--- src/rtl/nibreg_pkg.sv ---
package nibreg_pkg;
  localparam int BYTE_W = 8;
  localparam int NIB_W  = BYTE_W / 2;
  localparam int POS_W  = 24;
  localparam int ROW_W  = 16;

  localparam logic [NIB_W-1:0] OP_ADDR_LO = 4'd0;
  localparam logic [NIB_W-1:0] OP_ADDR_HI = 4'd1;
  localparam logic [NIB_W-1:0] OP_DATA_LO = 4'd2;
  localparam logic [NIB_W-1:0] OP_DATA_HI = 4'd3;
  localparam logic [NIB_W-1:0] OP_READ    = 4'd4;

  localparam logic [BYTE_W-1:0] WA_CLK   = 8'd0;
  localparam logic [BYTE_W-1:0] WA_TSELA = 8'd1;
  localparam logic [BYTE_W-1:0] WA_TSELB = 8'd2;
  localparam logic [BYTE_W-1:0] WA_MODE  = 8'd3;
  localparam logic [BYTE_W-1:0] WA_ROW   = 8'd4;
  localparam logic [BYTE_W-1:0] WA_POST  = 8'd5;
  localparam logic [BYTE_W-1:0] WA_TOPT  = 8'd6;
  localparam logic [BYTE_W-1:0] WA_PVIEW = 8'd7;
  localparam logic [BYTE_W-1:0] WA_TEST  = 8'd15;

  localparam logic [BYTE_W-1:0] RA_ID    = 8'd0;
  localparam logic [BYTE_W-1:0] RA_TRIG  = 8'd1;
  localparam logic [BYTE_W-1:0] RA_STOP  = 8'd4;
  localparam logic [BYTE_W-1:0] RA_MODE  = 8'd7;
  localparam logic [BYTE_W-1:0] RA_PVIEW = 8'd12;
  localparam logic [BYTE_W-1:0] RA_TEST  = 8'd15;

  localparam logic [BYTE_W-1:0] MODE_START   = 8'h0D;
  localparam logic [BYTE_W-1:0] MODE_STOP    = 8'h11;
  localparam logic [BYTE_W-1:0] MODE_READOUT = 8'h02;

  typedef struct packed {
    logic [BYTE_W-1:0] clk_sel;
    logic [BYTE_W-1:0] tsel_a;
    logic [BYTE_W-1:0] tsel_b;
    logic [BYTE_W-1:0] mode;
    logic [ROW_W-1:0]  row;
    logic [BYTE_W-1:0] post;
    logic [BYTE_W-1:0] topt;
    logic [BYTE_W-1:0] pview;
    logic [BYTE_W-1:0] test;
  } wbank_t;

  function automatic logic [BYTE_W-1:0] step_addr(input logic [BYTE_W-1:0] a,
                                                  input logic incr);
    return incr ? a + 8'd1 : a;
  endfunction

  function automatic logic [BYTE_W-1:0] pos_byte(input logic [POS_W-1:0] pos,
                                                 input logic [1:0] idx);
    return pos[idx*BYTE_W +: BYTE_W];
  endfunction
endpackage

--- src/rtl/nibreg_parser.sv ---
module nibreg_parser
  import nibreg_pkg::*;
(
  input  logic              clk,
  input  logic              rst_n,
  input  logic              accept,
  input  logic [BYTE_W-1:0] cmd,
  output logic [BYTE_W-1:0] addr_q,
  output logic [NIB_W-1:0]  dlo_q,
  output logic              wr_fire,
  output logic [BYTE_W-1:0] wr_data,
  output logic              rd_fire
);
  logic [NIB_W-1:0] op;
  logic [NIB_W-1:0] pl;

  always_comb begin
    op      = cmd[BYTE_W-1:NIB_W];
    pl      = cmd[NIB_W-1:0];
    wr_fire = accept && (op == OP_DATA_HI);
    rd_fire = accept && (op == OP_READ);
    wr_data = {pl, dlo_q};
  end

  always_ff @(posedge clk) begin
    if (!rst_n) begin
      addr_q <= '0;
      dlo_q  <= '0;
    end else if (accept) begin
      case (op)
        OP_ADDR_LO: addr_q[NIB_W-1:0]      <= pl;
        OP_ADDR_HI: addr_q[BYTE_W-1:NIB_W] <= pl;
        OP_DATA_LO: dlo_q                  <= pl;
        OP_READ:    addr_q                 <= step_addr(addr_q, pl[0]);
        default: ;
      endcase
    end
  end
endmodule

--- src/rtl/nibreg_wbank.sv ---
module nibreg_wbank
  import nibreg_pkg::*;
(
  input  logic              clk,
  input  logic              rst_n,
  input  logic              wr_fire,
  input  logic [BYTE_W-1:0] wr_addr,
  input  logic [BYTE_W-1:0] wr_data,
  output wbank_t            regs,
  output logic              acq_run,
  output logic              mem_readout
);
  logic mode_hit;

  assign mode_hit    = wr_fire && (wr_addr == WA_MODE);
  assign mem_readout = (regs.mode == MODE_READOUT);

  always_ff @(posedge clk) begin
    if (!rst_n) begin
      regs <= '0;
    end else if (wr_fire) begin
      case (wr_addr)
        WA_CLK:   regs.clk_sel <= wr_data;
        WA_TSELA: regs.tsel_a  <= wr_data;
        WA_TSELB: regs.tsel_b  <= wr_data;
        WA_MODE:  regs.mode    <= wr_data;
        WA_ROW:   regs.row     <= {regs.row[ROW_W-BYTE_W-1:0], wr_data};
        WA_POST:  regs.post    <= wr_data;
        WA_TOPT:  regs.topt    <= wr_data;
        WA_PVIEW: regs.pview   <= wr_data;
        WA_TEST:  regs.test    <= wr_data;
        default: ;
      endcase
    end
  end

  always_ff @(posedge clk) begin
    if (!rst_n)
      acq_run <= 1'b0;
    else if (mode_hit && wr_data == MODE_START)
      acq_run <= 1'b1;
    else if (mode_hit && wr_data == MODE_STOP)
      acq_run <= 1'b0;
  end
endmodule

--- src/rtl/nibreg_rdmux.sv ---
module nibreg_rdmux
  import nibreg_pkg::*;
#(
  parameter logic [BYTE_W-1:0] ID_VALUE = 8'hA6
) (
  input  logic [BYTE_W-1:0] addr,
  input  logic [POS_W-1:0]  trig_pos,
  input  logic [POS_W-1:0]  stop_pos,
  input  logic [BYTE_W-1:0] mode,
  input  logic [BYTE_W-1:0] pview,
  input  logic [BYTE_W-1:0] test,
  output logic [BYTE_W-1:0] rd_data
);
  localparam int POS_BYTES = POS_W / BYTE_W;

  logic [BYTE_W-1:0] trig_off;
  logic [BYTE_W-1:0] stop_off;

  always_comb begin
    trig_off = addr - RA_TRIG;
    stop_off = addr - RA_STOP;
    rd_data  = '0;
    if (addr == RA_ID)
      rd_data = ID_VALUE;
    else if (trig_off < POS_BYTES)
      rd_data = pos_byte(trig_pos, trig_off[1:0]);
    else if (stop_off < POS_BYTES)
      rd_data = pos_byte(stop_pos, stop_off[1:0]);
    else if (addr == RA_MODE)
      rd_data = mode;
    else if (addr == RA_PVIEW)
      rd_data = pview;
    else if (addr == RA_TEST)
      rd_data = test;
  end
endmodule

--- src/rtl/nibreg_rspfifo.sv ---
module nibreg_rspfifo #(
  parameter int DEPTH = 4,
  parameter int W     = 8
) (
  input  logic         clk,
  input  logic         rst_n,
  input  logic         push,
  input  logic [W-1:0] push_data,
  input  logic         pop,
  output logic [W-1:0] head,
  output logic         not_empty,
  output logic         full
);
  localparam int PTR_W = (DEPTH > 1) ? $clog2(DEPTH) : 1;
  localparam int CNT_W = $clog2(DEPTH + 1);
  localparam logic [PTR_W-1:0] LAST = PTR_W'(DEPTH - 1);

  logic [W-1:0]     mem [DEPTH];
  logic [PTR_W-1:0] wr_ptr, rd_ptr;
  logic [CNT_W-1:0] count;
  logic             do_push, do_pop;

  assign full      = (count == CNT_W'(DEPTH));
  assign not_empty = (count != '0);
  assign head      = mem[rd_ptr];
  assign do_push   = push && !full;
  assign do_pop    = pop && not_empty;

  always_ff @(posedge clk) begin
    if (do_push) mem[wr_ptr] <= push_data;
  end

  always_ff @(posedge clk) begin
    if (!rst_n) begin
      wr_ptr <= '0;
      rd_ptr <= '0;
      count  <= '0;
    end else begin
      if (do_push) wr_ptr <= (wr_ptr == LAST) ? '0 : wr_ptr + 1'b1;
      if (do_pop)  rd_ptr <= (rd_ptr == LAST) ? '0 : rd_ptr + 1'b1;
      case ({do_push, do_pop})
        2'b10:   count <= count + 1'b1;
        2'b01:   count <= count - 1'b1;
        default: ;
      endcase
    end
  end
endmodule

--- src/rtl/nibreg_decoder.sv ---
module nibreg_decoder
  import nibreg_pkg::*;
#(
  parameter int                FIFO_DEPTH = 4,
  parameter logic [7:0]        ID_VALUE   = 8'hA6
) (
  input  logic        clk,
  input  logic        rst_n,
  input  logic        in_valid,
  output logic        in_ready,
  input  logic [7:0]  in_byte,
  output logic        rsp_valid,
  input  logic        rsp_ready,
  output logic [7:0]  rsp_data,
  input  logic [23:0] trig_pos,
  input  logic [23:0] stop_pos,
  output logic [7:0]  clk_sel,
  output logic [7:0]  trig_sel_a,
  output logic [7:0]  trig_sel_b,
  output logic [7:0]  mode_reg,
  output logic [15:0] mem_row,
  output logic [7:0]  post_trig,
  output logic [7:0]  trig_opt,
  output logic [7:0]  pin_view,
  output logic [7:0]  test_reg,
  output logic        acq_run,
  output logic        mem_readout
);
  // named internal events, used by the bound checker
  logic              accept;
  logic              fifo_full;
  logic [BYTE_W-1:0] cur_addr;
  logic [NIB_W-1:0]  data_lo;
  logic              wr_fire;
  logic [BYTE_W-1:0] wr_data;
  logic              rd_fire;
  logic [BYTE_W-1:0] rd_data;
  wbank_t            regs;

  assign in_ready = !fifo_full;
  assign accept   = in_valid && in_ready;

  nibreg_parser u_parser (
    .clk(clk), .rst_n(rst_n), .accept(accept), .cmd(in_byte),
    .addr_q(cur_addr), .dlo_q(data_lo), .wr_fire(wr_fire),
    .wr_data(wr_data), .rd_fire(rd_fire)
  );

  nibreg_wbank u_wbank (
    .clk(clk), .rst_n(rst_n), .wr_fire(wr_fire), .wr_addr(cur_addr),
    .wr_data(wr_data), .regs(regs), .acq_run(acq_run),
    .mem_readout(mem_readout)
  );

  nibreg_rdmux #(.ID_VALUE(ID_VALUE)) u_rdmux (
    .addr(cur_addr), .trig_pos(trig_pos), .stop_pos(stop_pos),
    .mode(regs.mode), .pview(regs.pview), .test(regs.test),
    .rd_data(rd_data)
  );

  nibreg_rspfifo #(.DEPTH(FIFO_DEPTH), .W(BYTE_W)) u_fifo (
    .clk(clk), .rst_n(rst_n), .push(rd_fire), .push_data(rd_data),
    .pop(rsp_ready), .head(rsp_data), .not_empty(rsp_valid),
    .full(fifo_full)
  );

  assign clk_sel    = regs.clk_sel;
  assign trig_sel_a = regs.tsel_a;
  assign trig_sel_b = regs.tsel_b;
  assign mode_reg   = regs.mode;
  assign mem_row    = regs.row;
  assign post_trig  = regs.post;
  assign trig_opt   = regs.topt;
  assign pin_view   = regs.pview;
  assign test_reg   = regs.test;
endmodule

--- config.mk ---
export PLATFORM = sky130hd
export DESIGN_NAME = nibreg_decoder
export DESIGN_NICKNAME = d
export VERILOG_FILES = /design/src/rtl/nibreg_pkg.sv /design/src/rtl/nibreg_parser.sv /design/src/rtl/nibreg_wbank.sv /design/src/rtl/nibreg_rdmux.sv /design/src/rtl/nibreg_rspfifo.sv /design/src/rtl/nibreg_decoder.sv
export SDC_FILE = /design/constraint.sdc
export NUM_CORES = 1
export LEC_CHECK = 0
export CORE_MARGIN = 1.5
export CORE_UTILIZATION = 50
export CTS_CLUSTER_SIZE = 30
export DETAILED_ROUTE_END_ITERATION = 6
export GPL_ROUTABILITY_DRIVEN = 0
export PLACE_DENSITY = 0.8
export SKIP_CTS_REPAIR_TIMING = 1
export SLEW_MARGIN = 5
export SYNTH_ARGS = -nofsm -noshare
export SYNTH_HDL_FRONTEND = slang
export SYNTH_SLANG_ARGS = --single-unit
--- constraint.sdc ---
create_clock -name clk -period 5.1 [get_ports clk]
set_input_delay 1.02 -clock clk [delete_from_list [all_inputs] [get_ports clk]]
set_output_delay 1.02 -clock clk [all_outputs]
set_load 0.01 [all_outputs]
==> results by group, run 1 <==
Setup path
  – Worst Setup Path Type: reg2reg
  – Crit path buf inv count: 1
  – Critical Path Fanout Max: 25
  – CP max-delay cell: dfxtp_1
  – Startpoint class of the critical path: register
  – Crit path cell chain: inv_2 -> ha_1 -> nor2b_1 -> o2bb2ai_1 -> nand3_1 -> o211ai_1
  – Crit. End Element: register
  – Reg2Reg Setup Slack: roughly 1.6 ns
  – CP top delay family: flip-flops
  – Critical path arrival: 3.65 ns
  – Worst EP required: 5.28 ns
  – Max stage delay on crit path: 0.98 ns

Timing
  – Slew @ Worst Pin: 1.09 ns
  – Worst-case clock skew: about 0.0086 ns
  – Tcrit/Tclk final: between 60 and 70%
  – Final Hold Violating Endpoints: 0
  – Tmin final: roughly 3.5 ns
  – Max Slew Vio Count: 0
  – Unrepaired setup endpoints after global routing: no
  – Setup violation total in the final timing report: 0
  – Max-slew headroom: a little over a quarter
  – Max frequency: roughly 290 MHz
  – Final TNS setup: 0 ns

Clocking
  – Reg clk slew, reported paths: about 0.06 ns
  – Root buf cell: clkbuf_16
  – Largest buffer count on any clock path: 2
  – Total number of H-tree levels: 4
  – CTS tree: yes
  – CTS sink count: 134
  – Num CTS Buffers: 17
  – Worst skew pair latency: about 0.42 ns

Logic synthesis
  – Area contributors post-synth: dfxtp_1, edfxtp_1, a21oi_1
  – Post-synth top area share: about a third
  – Mapped Cells: 710
  – Synth top cells by count: a21oi_1, dfxtp_1, o21ai_0, nand3_1, clkbuf_1
  – Synth async-reset ratio: 0%
  – FF+latch count, synth: roughly 130
  – Count leader, synth: a21oi_1
  – Synthesis Warnings: 0
  – Area leader, netlist: dfxtp_1
  – Post-synth cell types: 56
  – Post-synth EDFFs: 32
  – Syn nets: 782
  – Avg Synthesized Cell Area: between 8 and 9 um^2
  – Register area share after synthesis: around 47%
  – Synthesized area: roughly 0.0064 mm^2
  – Post-synth top flop: dfxtp_1

Floorplan
  – DIE WIDTH: about 120 um
  – Core ar.: 0.0125 mm^2
  – I/O pins: 152
  – Area of the die: 0.0135 mm^2
  – FP Rows: 41
  – Die height: between 100 and 150 um
  – Initial core utilization: just over 50%

Finish
  – Layout Area Growth over Synthesis: 32.9%
  – NumNets Final: between 800 and 900
  – Share of cells above drive strength 1: under 10%
  – FILL cells: between 900 and 1,000
  – Fin util: 67.8%
  – Antenna cell count: 0

Global routing
  – Vias in the first global route: approximately 5,900
  – Largest net degree at the start of global routing: 58
  – Initial antenna violation count: 0
  – GR Overflow Total: 0
  – GR Util All Layers: 28.3%
  – First-pass GRT wire length: 29,500 um

Routing
  – Detail Route Antenna Nets: 0
  – Vias/cell: 6.08
  – Pre-antenna DRT Iters: 5
  – Number of DRC markers in iteration 0: 560
  – Total Wirelength: between 15,000 and 20,000 um
  – Avg WL per Cell: 18.8 um
  – DR vias: between 6,000 and 7,000
  – DRC: 0

Pwr
  – Max VDD drop: a little under 0.2 mV
  – Static leakage: around 0.0027 uW
  – Power Density: 302 mW/mm^2

Place
  – Hpwl dp: roughly 12,000 um
  – I/O Buffers: 151

Hold path
  – Worst Hold Class: reg2reg

Outcome
  – Outcome: completed

Run
  – Max-Cap Viols: 0
==> sequential cells by signal, summed over array words and instances, names as in the netlist, named ones only <==
register	cells
u_fifo.count	3
u_fifo.mem	32
u_fifo.rd_ptr	2
u_fifo.wr_ptr	2
u_parser.addr_q	8
u_parser.dlo_q	4
u_wbank.acq_run	1
u_wbank.regs	80
==> layout make-up <==
class                      count  area, um^2  area share, %
sequential                   134        3000           35.4
inverter                      22        82.6          0.973
multi-input combinational    483        3010           35.4
clock buffer                  18         450           5.31
tap                          172         215           2.54
timing repair buffer         157        1560           18.3
clock inverter                14         173           2.03
==> cells in the final DEF (no fill, tap or decap), drive strengths merged, types with 4 or more instances in the layout <==
cell type | netlist | routed
a21oi | 105 | 105
a22oi | 8 | 8
a31oi | 4 | 4
and2 | 7 | 7
and4 | 4 | 4
buf | 14 | 6
clkbuf | 57 | 18
clkdlybuf4s50 | 0 | 151
clkinv | 0 | 8
dfxtp | 102 | 102
edfxtp | 32 | 32
ha | 11 | 11
inv | 22 | 25
mux2i | 20 | 20
mux4 | 8 | 8
nand2 | 31 | 31
nand3 | 90 | 90
nand3b | 11 | 11
nand4 | 4 | 4
nor2 | 17 | 17
o211ai | 14 | 14
o21ai | 95 | 95
o22ai | 5 | 5
o2bb2ai | 4 | 4
or3 | 5 | 5
==> worst min-delay path, stage by stage, from the launching register on <==
cell and delay [ns]:
dfxtp_1 0.30, o21ai_0 0.07, a21oi_1 0.06
==> cell families (layout without fill, tap and decap cells) <==
logic type               after synthesis  in the layout  share of synthesized area (%)
AO/OA/AOI/OAI                        247            247                           21.5
XOR/XNOR                               3              3                          0.412
adder cells (fa/ha/maj)               12             12                           2.47
buffers and inverters                 93            211                           5.90
flip-flops                           134            134                           47.0
multiplexers                          28             28                           5.96
AND/OR/NAND/NOR                      193            193                           16.7
==> path summary, 6_finish.rpt <==
| path | endpoint | cells after the start | from |
|---|---|---|---|
| worst max-delay path | u_fifo.mem[1][1]$_DFFE_PP_ | 6 | u_parser.addr_q[0]$_SDFFE_PN0P_ |
| worst min-delay path | u_wbank.regs[71]$_SDFFE_PN0P_ | 2 | u_wbank.regs[71]$_SDFFE_PN0P_ |
| worst max register to register | u_fifo.mem[1][1]$_DFFE_PP_ | 6 | u_parser.addr_q[0]$_SDFFE_PN0P_ |
| worst min register to register | u_wbank.regs[71]$_SDFFE_PN0P_ | 2 | u_wbank.regs[71]$_SDFFE_PN0P_ |
==> routing by layer <==
layer | GRT usage (%) | vias to the layer above | share of wire (%)
li1 | - | 2815 | -
met1 | 34.4 | 2841 | 39
met3 | 8.00 | 65 | 10
met5 | 0 | - | 0
met4 | 12.2 | 0 | 3.0
met2 | 47.1 | 362 | 48
==> stage by stage <==
stage	setup WS, ns	area (um^2)	std cells	hold slack [ns]	power (uW)
floorplan	2.32	6380	710	0.454	1220
global placement	1.72	7860	968	0.456	1300
detailed placement	1.58	7860	968	0.469	1300
CTS	1.68	8490	1000	0.477	2570
global route	1.43	8490	1000	0.490	2630
finish	1.63	8490	1000	0.478	2560
==> power breakdown <==
part,internal (uW),total [uW],switching [uW]
logic,82.6,177,94.2
clock network,801,1280,478
registers,1090,1110,12.5
Note: power is estimated with default switching activity, not from simulation.
==> inputs of run 2 (changes only) <==
CORE_UTILIZATION = 45   (was 50)
PLACE_DENSITY = 0.76   (was 0.8)
clock period = 2.9 ns   (was 5.1 ns; I/O delays follow)
==> run 2 against run 1 <==
Effect of this change:
- critical path depth fell by 4
- sequential share of layout area fell by 0.68 points
- core utilization fell by 5.5 points
- largest cell class unchanged
- power rose by 72%
- die area rose by 11%
- cell area rose by 1.9%
- register-to-register slack got worse by 1.3 ns
- sequential cell count did not move
- clock skew fell by 0.00076 ns
- global-route usage fell by 1.8 points
- sequential power rose by 75%
- wire length rose by 4.2%
==> results by group, run 2 (synthesized netlist as in run 1, its figures left out) <==
Outcome
  – Outcome: completed (unchanged)

Global routing
  – GR Layer Usage met3: 6.93% (was 8.00%)
  – First-pass GRT wire length: 30,800 um (was 29,500 um)
  – Largest net degree at the start of global routing: 93 (was 58)
  – Met1 usage: 32.4% (was 34.4%)
  – Vias in the first global route: 6,008 (was 5,893)
  – Met2 Usage GRT: 44.9% (was 47.1%)
  – Initial antenna violation count: 0 (unchanged)
  – GR Util All Layers: 26.5% (was 28.3%)
  – Most Crowded Layer GR: met2 (unchanged)
  – GR Overflow Total: 0 (unchanged)

Pwr
  – Max VDD drop: 0.340 mV (was 0.193 mV)
  – Power Density: 510 mW/mm^2 (was 302 mW/mm^2)
  – Static leakage: 0.00281 uW (was 0.00273 uW)

Setup path
  – Crit. End Element: primary output (was register)
  – Worst Setup Path Type: reg2out (was reg2reg)
  – Critical Path Fanout Max: 8 (was 25)
  – Startpoint class of the critical path: register (unchanged)
  – Worst EP required: 2.32 ns (was 5.28 ns)
  – Critical path arrival: 2.15 ns (was 3.65 ns)

Routing
  – Avg WL per Cell: 19.1 um (was 18.8 um)
  – Total Wirelength: 19,600 um (was 18,800 um)
  – DR vias: 6,139 (was 6,083)
  – Detail Route Antenna Nets: 0 (unchanged)
  – Number of DRC markers in iteration 0: 551 (was 560)
  – Vias/cell: 5.97 (was 6.08)
  – Pre-antenna DRT Iters: 6 (was 5)
  – DRC: 0 (unchanged)

Timing
  – Fin Hold WS: 0.473 ns (was 0.478 ns)
  – Unrepaired setup endpoints after global routing: no (unchanged)
  – Max-slew headroom: 52.4% (was 27.1%)
  – Tmin final: around 2.7 ns
  – Max frequency: roughly 370 MHz
  – Setup violation total in the final timing report: 0 (unchanged)
  – Slew @ Worst Pin: 0.713 ns (was 1.09 ns)
  – Max Slew Vio Count: 0 (unchanged)
  – Final Hold Violating Endpoints: 0 (unchanged)
  – Final TNS setup: 0 ns (unchanged)
  – Worst-case clock skew: 0.00780 ns (was 0.00856 ns)
  – Tcrit/Tclk final: 94.2%

Finish
  – NumNets Final: 908 (was 887)
  – Share of cells above drive strength 1: 8.83% (was 6.76%)
  – Largest registers: u_wbank.regs (80), u_fifo.mem (32), u_parser.addr_q (8) (unchanged)
  – Layout Area Growth over Synthesis: 35.5% (was 32.9%)
  – Max reg flops: 80 (unchanged)
  – Commonest non-fill, non-tap cells in the layout: clkdlybuf4s50_1, a21oi_1, dfxtp_1, o21ai_0, nand3_1 (unchanged)
  – Antenna cell count: 0 (unchanged)
  – Largest Register: u_wbank.regs (unchanged)
  – Most common cell after layout, fill and taps aside: clkdlybuf4s50_1 (unchanged)

Place
  – Hpwl dp: 13,000 um (was 12,400 um)
  – I/O Buffers: 151 (unchanged)

Floorplan
  – Die height: 122 um (was 116 um)
  – I/O pins: 152 (unchanged)
  – DIE WIDTH: 122 um (was 116 um)
  – Area of the die: 0.0149 mm^2 (was 0.0135 mm^2)
  – Core ar.: 0.0139 mm^2 (was 0.0125 mm^2)
  – FP Rows: 43 (was 41)
  – Initial core utilization: 46.0% (was 51.0%)

Clocking
  – Reg clk slew, reported paths: 0.06 ns (about the same)
  – CTS tree: yes (unchanged)
  – Root buf cell: clkbuf_16 (unchanged)
  – CTS sink count: 134 (unchanged)
  – Worst skew pair latency: 0.41 ns (was 0.42 ns)
  – Largest buffer count on any clock path: 2 (unchanged)
  – Total number of H-tree levels: 4 (unchanged)
  – Num CTS Buffers: 17 (unchanged)

Hold path
  – Worst Hold Class: reg2reg (unchanged)

Run
  – Max-Cap Viols: 0 (unchanged)
[run 2: layout make-up]
class | instances | area (um^2)
clock inverter | 11 | 113
timing repair buffer | 178 | 1740
clock buffer | 21 | 483
inverter | 22 | 82.6
fill | 1147 | 5230
sequential | 134 | 3000
multi-input combinational | 483 | 3010
tap | 180 | 225
[run 2: worst max-delay path: stages (launching register included)]
cell	delay, ns
dfxtp_1	0.66
mux4_2	0.59
clkdlybuf4s50_1	0.49
[run 2: metal layers]
layer  up-vias  share of wire [%]
li1       2861                  -
met1      2947                 40
met5         -                  0
met2       286                 48
met3        45                8.6
met4         0                2.4
[run 2: path summary, 6_finish.rpt]
path | startpoint | end | slack [ns] | depth (start not counted)
worst max-delay path | register | rsp_data[5] | 0.17 | 2
worst min-delay path | u_wbank.regs[42]$_SDFFE_PN0P_ | u_wbank.regs[42]$_SDFFE_PN0P_ | 0.47 | 2
worst max register to register | u_parser.addr_q[0]$_SDFFE_PN0P_ | u_fifo.mem[1][1]$_DFFE_PP_ | 0.36 | 7
worst min register to register | u_wbank.regs[42]$_SDFFE_PN0P_ | u_wbank.regs[42]$_SDFFE_PN0P_ | 0.47 | 2
[run 2: power by group]
group,internal [uW],leakage [uW],switching [uW],total (uW)
logic,160,0.00142,176,336
clock network,1300,0.000278,842,2140
registers,1920,0.00111,15.8,1940
total,3380,0.00281,1030,4410
[run 2: stage by stage]
stage / setup WS (ns) / power (uW) / cell area (um^2) / util (%) / cells
finish: 0.167 / 4410 / 8650 / 62.3 / 1029
global route: 0.0442 / 4540 / 8650 / 62.3 / 1029
CTS: 0.130 / 4420 / 8650 / 62.3 / 1029
detailed placement: 0.0516 / 2310 / 8060 / 58.0 / 997
global placement: 0.126 / 2300 / 8060 / 58.0 / 997
floorplan: 0.130 / 2140 / 6380 / - / 710
==> inputs of run 3 (changes only) <==
CORE_UTILIZATION = 47   (was 45)
CTS_BUF_LIST = sky130_fd_sc_hd__clkbuf_8   (was default)
PLACE_DENSITY = 0.79   (was 0.76)
==> run 3 against run 2 <==
Effect of this change:
- power decreased by 12%
- maximum frequency increased by 5.6%
- sequential share of layout area increased by 0.80 points
- clock power decreased by 25%
- largest power group is now registers
- die area decreased by 4.1%
- core utilization increased by 1.6 points
- first-iteration DRC count increased by 2.5%
==> results by group, run 3 (synthesized netlist as in run 1, its figures left out) <==
Outcome
  – Outcome: completed (unchanged)

Floorplan
  – DIE WIDTH: 120 um (was 122 um)
  – I/O pins: 152 (unchanged)
  – Die height: 120 um (was 122 um)
  – Core ar.: 0.0132 mm^2 (was 0.0139 mm^2)
  – Initial core utilization: 48.2% (was 46.0%)
  – FP Rows: 42 (was 43)
  – Area of the die: 0.0143 mm^2 (was 0.0149 mm^2)

Run
  – Max-Cap Viols: 0 (unchanged)

Global routing
  – Met2 Usage GRT: 46.3% (was 44.9%)
  – GR Layer Usage met3: 7.70% (was 6.93%)
  – GR Util All Layers: 27.8% (was 26.5%)
  – Met1 usage: 33.3% (was 32.4%)
  – Most Crowded Layer GR: met2 (unchanged)
  – GR Overflow Total: 0 (unchanged)
  – Vias in the first global route: 6,133 (was 6,008)
  – First-pass GRT wire length: 31,200 um (was 30,800 um)
  – Initial antenna violation count: 0 (unchanged)
  – Largest net degree at the start of global routing: 95 (was 93)

Setup path
  – Startpoint class of the critical path: register (unchanged)
  – CP top delay family: multiplexers (was flip-flops)
  – R2R Path Start: u_parser.addr_q[0]$_SDFFE_PN0P_ (unchanged)
  – Reg2Reg Setup Slack: 0.39 ns (was 0.36 ns)
  – Crit path cell chain: mux4_2 -> clkdlybuf4s50_1 (unchanged)
  – Crit. End Element: primary output (unchanged)
  – Crit path buf inv count: 1 (unchanged)
  – CP max-delay cell: mux4_2 (was dfxtp_1)
  – Critical path arrival: 2.01 ns (was 2.15 ns)
  – Worst Setup Path Type: reg2out (unchanged)
  – Critical Path Fanout Max: 8 (unchanged)
  – Max stage delay on crit path: 0.55 ns (was 0.66 ns)
  – Worst EP required: 2.32 ns (about the same)

Finish
  – Max reg flops: 80 (unchanged)
  – Fin util: 63.9% (was 62.3%)
  – Post-Layout Cell Count: 1,025 (was 1,029)
  – NumNets Final: 908 (unchanged)
  – Commonest non-fill, non-tap cells in the layout: clkdlybuf4s50_1, a21oi_1, dfxtp_1, o21ai_0, nand3_1 (unchanged)
  – FILL cells: 1,101 (was 1,147)
  – Layout Area Growth over Synthesis: 32.5% (was 35.5%)
  – Antenna cell count: 0 (unchanged)
  – Most common cell after layout, fill and taps aside: clkdlybuf4s50_1 (unchanged)
  – Share of cells above drive strength 1: 8.83% (unchanged)
  – Largest registers: u_wbank.regs (80), u_fifo.mem (32), u_parser.addr_q (8) (unchanged)
  – Largest Register: u_wbank.regs (unchanged)

Routing
  – Total Wirelength: 19,600 um (about the same)
  – DR vias: 6,195 (was 6,139)
  – Detail Route Antenna Nets: 0 (unchanged)
  – Number of DRC markers in iteration 0: 565 (was 551)
  – Vias/cell: 6.04 (was 5.97)
  – Pre-antenna DRT Iters: 5 (was 6)
  – Avg WL per Cell: 19.1 um (about the same)
  – DRC: 0 (unchanged)

Timing
  – Max-slew headroom: 51.0% (was 52.4%)
  – Slew @ Worst Pin: 0.735 ns (was 0.713 ns)
  – Tcrit/Tclk final: 89.3% (was 94.2%)
  – Max Slew Vio Count: 0 (unchanged)
  – Final TNS setup: 0 ns (unchanged)
  – Max frequency: 386 MHz (was 366 MHz)
  – Setup violation total in the final timing report: 0 (unchanged)
  – Worst-case clock skew: 0.0108 ns (was 0.00780 ns)
  – Tmin final: 2.59 ns (was 2.73 ns)
  – Final Hold Violating Endpoints: 0 (unchanged)
  – Fin Hold WS: 0.478 ns (was 0.473 ns)
  – Unrepaired setup endpoints after global routing: no (unchanged)

Pwr
  – Static leakage: 0.00275 uW (was 0.00281 uW)
  – Max VDD drop: 0.339 mV (was 0.340 mV)
  – Power Density: 458 mW/mm^2 (was 510 mW/mm^2)

Clocking
  – CTS sink count: 134 (unchanged)
  – Worst skew pair latency: 0.46 ns (was 0.41 ns)
  – Total number of H-tree levels: 4 (unchanged)
  – Reg clk slew, reported paths: 0.08 ns (was 0.06 ns)
  – Num CTS Buffers: 17 (unchanged)
  – Largest buffer count on any clock path: 2 (unchanged)
  – Root buf cell: clkbuf_8 (was clkbuf_16)
  – CTS tree: yes (unchanged)

Place
  – I/O Buffers: 151 (unchanged)
  – Hpwl dp: 13,200 um (was 13,000 um)
  – Dpl cells: 993 (was 997)

Hold path
  – Worst Hold Class: reg2reg (unchanged)
  – Hold Startpoint: u_wbank.regs[42]$_SDFFE_PN0P_ (unchanged)
==> run 3: changes by cell type in the layout (fill, tap and decap cells not counted), sizes merged <==
cell | before | now
clkbuf | 21 | 18
clkinv | 2 | 5
bufinv | 1 | 3
clkinvlp | 4 | 2
==> run 3: stage by stage <==
stage	worst slack (ns)	cell area, um^2	total power [uW]
finish	0.311	8460	3870
global route	0.202	8460	4000
floorplan	0.130	6380	2140
CTS	0.0773	8460	3890
global placement	0.133	8050	2300
detailed placement	0.0313	8050	2310
==> run 3: final cells by class <==
cell class,count,area [um^2],share of cell area (%)
Multi-Input combinational cell,483,3010,35.5
Inverter,22,82.6,0.976
Clock buffer,18,248,2.93
Tap cell,176,220,2.60
Timing Repair Buffer,178,1740,20.6
Sequential cell,134,3000,35.5
Clock inverter,14,161,1.91
==> run 3: routing by layer <==
| layer | up-vias | part of all wire (%) |
|---|---|---|
| li1 | 2854 | - |
| met1 | 2931 | 38 |
| met2 | 349 | 49 |
| met3 | 61 | 9.8 |
| met4 | 0 | 3.2 |
| met5 | - | 0 |
==> run 3: path summary, 6_finish.rpt <==
check / endpoint / depth (start not counted)
worst max-delay path: rsp_data[2] / 2
worst max register to register: u_wbank.regs[0]$_SDFFE_PN0P_ / 7
worst min-delay path: u_wbank.regs[42]$_SDFFE_PN0P_ / 2
worst min register to register: u_wbank.regs[42]$_SDFFE_PN0P_ / 2
==> run 3: worst register-to-register path: stages (launching register included) <==
cell     delay [ns]
dfxtp_1        0.43
buf_4          0.27
ha_1           0.25
buf_4          0.28
and3_1         0.46
nand2_1        0.27
o21ai_0        0.31
a21oi_1        0.11
==> run 3: where the power goes <==
group / internal [uW] / leakage, uW / switching, uW / total [uW]
registers: 1920 / 0.00111 / 15.5 / 1940
clock network: 865 / 0.000213 / 734 / 1600
logic: 160 / 0.00142 / 176 / 337
total: 2950 / 0.00275 / 926 / 3870
